**src/rtl/irqwin_pkg.sv**
```systemverilog
package irqwin_pkg;
   typedef enum logic [1:0] {
      WIN_NONE = 2'd0,
      WIN_BYTE = 2'd1,
      WIN_FLAG = 2'd2,
      WIN_WORD = 2'd3
   } win_kind_e;

   localparam int unsigned SEL_W       = 12;
   localparam int unsigned DATA_W      = 32;
   localparam int unsigned LANES       = DATA_W / 8;
   localparam int unsigned GRP_W       = 7;
   localparam int unsigned WADDR_W     = 8;
   localparam logic [SEL_W-1:0] SEL_FLAG_LO = 12'h400;
   localparam logic [SEL_W-1:0] SEL_WORD_LO = 12'h480;
   localparam logic [SEL_W-1:0] SEL_CFG     = 12'h4A0;
   localparam logic [WADDR_W-1:0] WORD_BASE = 8'h40;
endpackage

```
**src/rtl/irqwin_decode.sv**
```systemverilog
module irqwin_decode
   import irqwin_pkg::*;
#(
   parameter int unsigned REG_W = 2
) (
   input  logic [SEL_W-1:0]   sel,
   input  logic [REG_W-1:0]   regno,
   output win_kind_e          kind,
   output logic               second,
   output logic [GRP_W-1:0]   grp,
   output logic [WADDR_W-1:0] woff
);
   logic reg_ok;
   logic [SEL_W-1:0] flag_rel;
   logic [SEL_W-1:0] word_rel;

   assign reg_ok   = (regno == REG_W'(0)) || (regno == REG_W'(1));
   assign second   = (regno == REG_W'(1));
   assign flag_rel = sel - SEL_FLAG_LO;
   assign word_rel = sel - SEL_WORD_LO;
   assign grp      = flag_rel[GRP_W-1:0];
   assign woff     = WORD_BASE + {3'b000, word_rel[4:0]};

   always_comb begin
      kind = WIN_NONE;
      if (reg_ok) begin
         if (sel < SEL_FLAG_LO) begin
            kind = WIN_BYTE;
         end else if (sel < SEL_WORD_LO) begin
            kind = WIN_FLAG;
         end else if ((sel < SEL_CFG) && !second) begin
            kind = WIN_WORD;
         end
      end
   end
endmodule

```
**src/rtl/irqwin_lanes.sv**
```systemverilog
module irqwin_lanes
   import irqwin_pkg::*;
#(
   parameter int unsigned NUM_IRQ = 64,
   parameter int unsigned BAW     = 8
) (
   input  logic                 active,
   input  logic                 wr,
   input  logic [SEL_W-1:0]     sel,
   input  logic                 attr,
   input  logic [DATA_W-1:0]    bank_rd,
   output logic [LANES-1:0]     we,
   output logic [LANES*BAW-1:0] addr,
   output logic [DATA_W-1:0]    rword
);
   localparam int unsigned IRQ_W = SEL_W + 2;

   for (genvar k = 0; k < LANES; k++) begin : g_lane
      logic [IRQ_W-1:0] irq;
      logic             in_range;
      assign irq      = {sel, 2'(k)};
      assign in_range = irq < IRQ_W'(NUM_IRQ);
      assign we[k]    = active && wr && in_range;
      assign addr[k*BAW +: BAW] = in_range ? BAW'({irq, 1'b1, attr}) : '0;
      assign rword[8*k +: 8]    = (active && in_range) ? bank_rd[8*k +: 8] : 8'h00;
   end
endmodule

```
**src/rtl/irqwin_flags.sv**
```systemverilog
module irqwin_flags
   import irqwin_pkg::*;
#(
   parameter int unsigned NUM_IRQ = 64
) (
   input  logic              active,
   input  logic              wr,
   input  logic [GRP_W-1:0]  grp,
   input  logic [DATA_W-1:0] bank_rd,
   output logic [DATA_W-1:0] wmask,
   output logic              we,
   output logic [DATA_W-1:0] rword
);
   localparam int unsigned IDX_W = GRP_W + 6;

   for (genvar i = 0; i < DATA_W; i++) begin : g_flag
      logic [IDX_W-1:0] idx;
      assign idx      = {1'b0, grp, 5'(i)};
      assign wmask[i] = active && (idx < IDX_W'(NUM_IRQ));
      assign rword[i] = wmask[i] && bank_rd[i];
   end

   assign we = active && wr && (|wmask);
endmodule

```
**src/rtl/irq_csr_window.sv**
```systemverilog
module irq_csr_window
   import irqwin_pkg::*;
#(
   parameter int unsigned NUM_IRQ = 64,
   parameter int unsigned REG_W   = 2,
   localparam int unsigned BAW    = $clog2(NUM_IRQ) + 2
) (
   input  logic                 clk,
   input  logic                 rst_n,
   input  logic                 req_valid,
   input  logic                 req_write,
   input  logic [11:0]          req_sel,
   input  logic [REG_W-1:0]     req_reg,
   input  logic [31:0]          req_wdata,
   output logic                 rsp_valid,
   output logic [31:0]          rsp_rdata,
   output logic [3:0]           byte_we,
   output logic [4*BAW-1:0]     byte_addr,
   output logic [31:0]          byte_wdata,
   input  logic [31:0]          byte_rdata,
   output logic                 flag_we,
   output logic                 flag_pick,
   output logic [6:0]           flag_grp,
   output logic [31:0]          flag_wmask,
   output logic [31:0]          flag_wdata,
   input  logic [31:0]          flag_rdata,
   output logic                 word_we,
   output logic [7:0]           word_addr,
   output logic [31:0]          word_wdata,
   input  logic [31:0]          word_rdata
);
   if ((NUM_IRQ < 2) || (NUM_IRQ > 4096)) begin : g_bad_count
      $error("irq_csr_window: NUM_IRQ must lie in 2..4096");
   end
   if ((REG_W < 1) || (REG_W > 8)) begin : g_bad_regw
      $error("irq_csr_window: REG_W must lie in 1..8");
   end

   win_kind_e          kind;
   logic               second;
   logic [GRP_W-1:0]   grp;
   logic [WADDR_W-1:0] woff;
   logic [DATA_W-1:0]  byte_word;
   logic [DATA_W-1:0]  flag_word;
   logic [DATA_W-1:0]  rd_mux;
   logic               is_read;

   irqwin_decode #(.REG_W(REG_W)) u_decode (
      .sel   (req_sel),
      .regno (req_reg),
      .kind  (kind),
      .second(second),
      .grp   (grp),
      .woff  (woff)
   );

   irqwin_lanes #(.NUM_IRQ(NUM_IRQ), .BAW(BAW)) u_lanes (
      .active (req_valid && (kind == WIN_BYTE)),
      .wr     (req_write),
      .sel    (req_sel),
      .attr   (second),
      .bank_rd(byte_rdata),
      .we     (byte_we),
      .addr   (byte_addr),
      .rword  (byte_word)
   );

   irqwin_flags #(.NUM_IRQ(NUM_IRQ)) u_flags (
      .active (req_valid && (kind == WIN_FLAG)),
      .wr     (req_write),
      .grp    (grp),
      .bank_rd(flag_rdata),
      .wmask  (flag_wmask),
      .we     (flag_we),
      .rword  (flag_word)
   );

   assign byte_wdata = req_wdata;
   assign flag_wdata = req_wdata;
   assign word_wdata = req_wdata;
   assign flag_pick  = second;
   assign flag_grp   = grp;
   assign word_addr  = woff;
   assign word_we    = req_valid && req_write && (kind == WIN_WORD);
   assign is_read    = req_valid && !req_write;

   always_comb begin
      unique case (kind)
         WIN_BYTE: rd_mux = byte_word;
         WIN_FLAG: rd_mux = flag_word;
         WIN_WORD: rd_mux = word_rdata;
         default:  rd_mux = '0;
      endcase
   end

   always_ff @(posedge clk) begin
      if (!rst_n) begin
         rsp_valid <= 1'b0;
         rsp_rdata <= '0;
      end else begin
         rsp_valid <= is_read;
         if (is_read) begin
            rsp_rdata <= rd_mux;
         end
      end
   end
endmodule

```
**config.mk**
```make
export PLATFORM = sky130hd
export DESIGN_NAME = irq_csr_window
export DESIGN_NICKNAME = d
export VERILOG_FILES = /design/src/rtl/irqwin_pkg.sv /design/src/rtl/irqwin_decode.sv /design/src/rtl/irqwin_lanes.sv /design/src/rtl/irqwin_flags.sv /design/src/rtl/irq_csr_window.sv
export SDC_FILE = /design/constraint.sdc
export NUM_CORES = 1
export LEC_CHECK = 0
export ABC_CLOCK_PERIOD_IN_PS = 3680
export BUFFER_PORTS_ARGS = -buffer_cell sky130_fd_sc_hd__buf_2
export CAP_MARGIN = 25
export CELL_PAD_IN_SITES_DETAIL_PLACEMENT = 1
export CELL_PAD_IN_SITES_GLOBAL_PLACEMENT = 1
export CORE_AREA = 2 2 140 142
export CTS_CLUSTER_SIZE = 40
export DETAILED_ROUTE_END_ITERATION = 16
export DIE_AREA = 0 0 142 144
export PLACE_DENSITY = 0.75
export SLEW_MARGIN = 20
export SYNTH_ARGS = -nofsm -noshare
export SYNTH_HDL_FRONTEND = slang
export SYNTH_SLANG_ARGS = --single-unit
```
**constraint.sdc**
```tcl
create_clock -name clk -period 3.68 [get_ports clk]
set_input_delay 0.552 -clock clk [delete_from_list [all_inputs] [get_ports clk]]
set_output_delay 0.552 -clock clk [all_outputs]
set_load 0.02 [all_outputs]
```
=== Yosys cells after proc, flatten, opt, wreduce, memory -nomap -nowiden ===
Index checks and enable logic that the tools add are counted.

* $add $sub $neg: 3
* $lt $le $gt $ge: 39
* Equality and inequality tests: 4
* Muxes and demuxes: 13
* Reductions and logical operators: 86

{| class="wikitable"
|+ Operators with widths
! operator !! count
|-
| 12-bit by 7-bit < comparator with 1-bit output, second input constant || 32
|-
| 32-bit one-hot mux with 3 select lines || 1
|-
| 1-bit logical AND || 81
|-
| 8-bit two-way mux || 8
|-
| 14-bit by 7-bit < comparator with 1-bit output, second input constant || 4
|-
| 12-bit by 11-bit < comparator with 1-bit output, second input constant || 3
|-
| 32-bit OR reduction || 1
|-
| 7-bit by 5-bit adder with 8-bit output, first input constant || 1
|-
| 2-bit two-way mux || 4
|-
| 7-bit by 1-bit subtractor with 7-bit output, second input constant || 1
|-
| 5-bit by 1-bit subtractor with 5-bit output, second input constant || 1
|-
| 2-bit by 1-bit == test with 1-bit output, second input constant || 2
|-
| 2-bit == test, second input constant || 2
|-
| 1-bit logical NOT || 2
|-
| 2-bit logical NOT || 1
|-
| 1-bit logical OR || 1
|}

* Bits in registers: 33
* Input port bits: 146
* Output and inout port bits: 215
* Word-level logic and storage cells: 147

=== Depth between registers and ports, before layout ===
* Depth after elaboration: 12
* Depth in mapped cells: 6
* Gate-level depth less buffers: 4

=== Cells and area by module ===
From an unflattened synthesis, not the netlist that was laid out.

* Cell total of the unflattened synthesis: 554
* Area, all modules: 4514.3 um^2

{| class="wikitable"
|+ By module, submodules not included
! module !! times used !! cells each !! area each (um^2) !! seq. area each (um^2)
|-
| irq_csr_window || 1 || 292 || 2752.6 || 660.6
|-
| irqwin_flags || 1 || 115 || 879.6 || 0.0
|-
| irqwin_lanes || 1 || 122 || 704.4 || 0.0
|-
| irqwin_decode || 1 || 25 || 177.7 || 0.0
|}

=== Worst setup path before layout ===
No wires, ideal clock.

* Kind: input port to output port
* Start: in req_sel[7]
* End: out byte_we[1]
* Data arrival time: 2488 ps
* Data required time: 3128 ps
* Setup slack: 640 ps
* Stages on the path: 4
* Path buffers: 1
* Cells stage by stage: or4_4 > nor3_1 > and4b_1 > buf_4

* Cells in the longest elaborated chain, start to end: 10
* Elaborated cells between the ends (all ways): 13
* Classes of those cells: order compare: 4; eq/ne: 1; mux: 4; reduce/logical: 4

{| class="wikitable"
|+ Ends and longest elaborated chain
! element !! line !! text
|-
| start, declared || irq_csr_window.sv:12 || <nowiki>input logic [11:0] req_sel,</nowiki>
|-
| 12-bit by 11-bit < comparator with 1-bit output || irqwin_decode.sv:31 || <nowiki>end else if ((sel < SEL_CFG) && !second) begin</nowiki>
|-
| 1-bit logical AND || irqwin_decode.sv:31 ||
|-
| 2-bit two-way mux || irqwin_decode.sv:31 ||
|-
| 2-bit two-way mux || irqwin_decode.sv:29 || <nowiki>end else if (sel < SEL_WORD_LO) begin</nowiki>
|-
| 2-bit two-way mux || irqwin_decode.sv:27 || <nowiki>if (sel < SEL_FLAG_LO) begin</nowiki>
|-
| 2-bit two-way mux || irqwin_decode.sv:26 || <nowiki>if (reg_ok) begin</nowiki>
|-
| 2-bit by 1-bit == test with 1-bit output || irq_csr_window.sv:58 || <nowiki>.active (req_valid && (kind == WIN_BYTE)),</nowiki>
|-
| 1-bit logical AND || irq_csr_window.sv:58 ||
|-
| 1-bit logical AND || irqwin_lanes.sv:23 || <nowiki>assign we[k] = active && wr && in_range;</nowiki>
|-
| 1-bit logical AND * || irqwin_lanes.sv:23 ||
|-
| end, declared || irq_csr_window.sv:17 || <nowiki>output logic [3:0] byte_we,</nowiki>
|}

Every way passes the cells marked *; elsewhere a longest branch is shown, timed or not.

=== Final worst setup path ===
* Start: in req_sel[7]
* End: out flag_we

* Cells in the longest elaborated chain, start to end: 11
* Elaborated cells between the ends (all ways): 45
* Classes of those cells: order compare: 3; eq/ne: 1; mux: 4; reduce/logical: 37

{| class="wikitable"
|+ Ends and longest elaborated chain
! element !! line !! text
|-
| 12-bit by 11-bit < comparator with 1-bit output || irqwin_decode.sv:31 ||
|-
| 1-bit logical AND || irqwin_decode.sv:31 ||
|-
| 2-bit two-way mux || irqwin_decode.sv:31 ||
|-
| 2-bit two-way mux || irqwin_decode.sv:29 ||
|-
| 2-bit two-way mux * || irqwin_decode.sv:27 ||
|-
| 2-bit two-way mux * || irqwin_decode.sv:26 ||
|-
| 2-bit == test * || irq_csr_window.sv:69 || <nowiki>.active (req_valid && (kind == WIN_FLAG)),</nowiki>
|-
| 1-bit logical AND * || irq_csr_window.sv:69 ||
|-
| 1-bit logical AND || irqwin_flags.sv:19 || <nowiki>assign wmask[i] = active && (idx < IDX_W'(NUM_IRQ));</nowiki>
|-
| 32-bit OR reduction || irqwin_flags.sv:23 || <nowiki>assign we = active && wr && (|wmask);</nowiki>
|-
| 1-bit logical AND * || irqwin_flags.sv:23 ||
|-
| end, declared || irq_csr_window.sv:21 || <nowiki>output logic flag_we,</nowiki>
|}

Marked as above.

==> flow_summary.toml <==
[synthesis]
synth_top_area_share_pct = 38.90
synth_warnings = 0
synth_area_leaders = "buf_4, dfxtp_1, a221oi_2"
ys_seq_area_share_pct = 19.90
ys_ff_latch = 33
synthArstFlopShare_pct = 0
synth.distinct_cells = 27
synth_area_leader_cell = "buf_4"
synth_cells = 384
synth-edff-count = 0
ys.flop_type = "dfxtp_1"
synthesis.area_mm2 = 0.003319
syn_avg_cell_area_um2 = 8.644

[setup_path]
crit_start = "req_sel[7]"
slowest_stage = "or4_4"
cp-endpoint = "flag_we"
worstReg2RegEnd = "rsp_rdata[8]$_SDFFE_PN0P_"
cp-end-kind = "output port"
cp-start-kind = "input pin"
worst-path-stages = 6
cpMostUsedCell = "buf_2"
r2r_slack_ns = 2.65
worstPathCellList = "buf_2, or4_4, nor4_4, buf_4, and2_2, buf_2"
path_buf_inv = 3
crit_path_max_incr_delay_ns = 0.58
cp_max_fo = 51
r2r-start = "rsp_rdata[8]$_SDFFE_PN0P_"
crit_family = "simple AND/OR/NAND/NOR gates"
reg2regPathDepth = 2
arrival_ns = 2.37
worstPathRequired_ns = 3.13
path_class = "in2out"

[clock_network]
path_clk_slew_ns = 0.06
cts_max_level = 2
post_cts_buffers = 0
post_cts_resized = 0
clock_sinks = 33
root_buffer = "clkbuf_16"
tritoncts = "yes"
ctsHoldBuffers = 0
clkLatencyLatePin_ns = 0.28
cts.path.max_buffers = 2
cts_buffers = 5

[worst_hold_path]
hold_path.class = "reg2reg"
hold_path_startpoint = "rsp_rdata[26]$_SDFFE_PN0P_"

[sta]
finalHoldViolations = 0
setup_viol = 0
maxSlewViolCount = 0
slew_headroom_pct = 60.64
tns_ns = 0
fin_crit_sh_pct = 79.52
tightest_slew_ns = 0.5904
max_freq_mhz = 341.7
finalClockSkew_ns = 0
finalCriticalPeriod_ns = 2.926
rsz0062_at_grt = "no"
fin_ws_ns = 0.7536

[final_layout]
syn2layout_area_growth_pct = 8.368
regArea_um2 = 660.6
final_layout_size_suffix_gt1_share_pct = 64.30
nFillCells = 2343
layout_commonest_cell = "buf_2"
final_cells = 675
antenna_cells_inserted = 0
design_area_mm2 = 0.003597
multi_input_area_mm2 = 0.001279
final_cell_mix = "buf_2, nand2_1, dfxtp_1"
final_nets = 582

[floorplan]
die_area_mm2 = 0.02045
coreArea_mm2 = 0.01908
initial_utilization_pct = 17.40
top_level_ports = 361
dieHeight_um = 144
rows = 51
die_x_um = 142

[drt]
drtIter0Drc = 189
totalWireLength_mm = 10.63
dr_total_vias = 2815
firstDrtPassIters = 9
wl_per_cell_um = 15.75
postRouteAntennaNets = 0
vias_per_cell = 4.170
drc_errors = 0

[pwr]
peakVddDrop_mv = 0.1326
p_leak_nw = 1.610
p_per_area_mw_per_mm2 = 256.9
power_uw = 924.2

[global_routing]
grt_pass1_wl_mm = 14.66
antenna_found_initial = 1
track_usage_pct = 9.512
grt_overflow = 0
grt_pass1_vias = 2684
grt_start_max_net_pins = 52

[outcome]
status = "finished clean"

[place]
pre_cts_slack_ns = 0.7512
portBuffers = 225
place_hpwl_mm = 8.350
dpl_cell_area_mm2 = 0.003435
gp_congestion = 0.7477
dp_cells = 666

[run]
max-cap-violations = 0
-- through the flow --
step                hold WS (ns)  util [%]
global placement          0.4769     18.00
finish                    0.4871     18.85
detailed placement        0.4805     18.00
CTS                       0.4905     18.75
floorplan                 0.5616         -
global route              0.5091     18.85
-- area by class of cell --
cell class / instances / area share, %
Clock buffer: 5 / 3.478
Multi-Input combinational cell: 160 / 35.55
Sequential cell: 33 / 18.37
Inverter: 1 / 0.1043
Clock inverter: 3 / 0.4870
Timing Repair Buffer: 235 / 33.74
Tap cell: 238 / 8.278
-- report_power, final --
| group | internal (mW) | switching [mW] | total [mW] |
|---|---|---|---|
| Sequential | 0.358 | 0.0000858 | 0.358 |
| Combinational | 0.0565 | 0.0775 | 0.134 |
| Clock | 0.249 | 0.184 | 0.433 |
-- per-layer routing --
layer | vias to the layer above | global-route usage, % | share of wire [%]
met5 | - | 0 | 0.10
met4 | 2 | 4.158 | 2.0
met3 | 25 | 2.450 | 8.1
met2 | 180 | 17.67 | 51
met1 | 1308 | 10.16 | 38
li1 | 1300 | - | -
-- cells by family after synthesis --
group / share of synthesized area, %
buffers and inverters: 43.08
AO/OA/AOI/OAI: 24.20
flip-flops: 19.90
other: 0.2262
AND/OR/NAND/NOR: 12.59
-- worst min-delay path by stage --
stage                                             to  slack (ns)  cells past startpoint
after CTS                 rsp_rdata[26]$_SDFFE_PN0P_        0.49                      2
after floorplan           rsp_rdata[26]$_SDFFE_PN0P_        0.56                      2
after global placement    rsp_rdata[26]$_SDFFE_PN0P_        0.48                      2
after global routing       rsp_rdata[2]$_SDFFE_PN0P_        0.51                      3
final                     rsp_rdata[26]$_SDFFE_PN0P_        0.49                      2
after detailed placement  rsp_rdata[26]$_SDFFE_PN0P_        0.48                      2
-- Yosys cell counts, drive strengths merged, types with 2 or more instances --
cell      n
buf     188
a221oi   32
a222oi   32
nor3      2
nor4      4
nand2b    2
or3       2
clkbuf    7
dfxtp    33
and2      7
conb      2
nand2    65
-- worst reg2reg max path: stages (launching register included) --
cell	delay (ns)
dfxtp_1	0.33
a222oi_1	0.46
a221oi_2	0.10
-- sequential cells by signal, summed over array words and instances (netlist names) --
signal / cells
rsp_valid: 1
rsp_rdata: 32
Note: power is estimated with default switching activity, not from simulation.
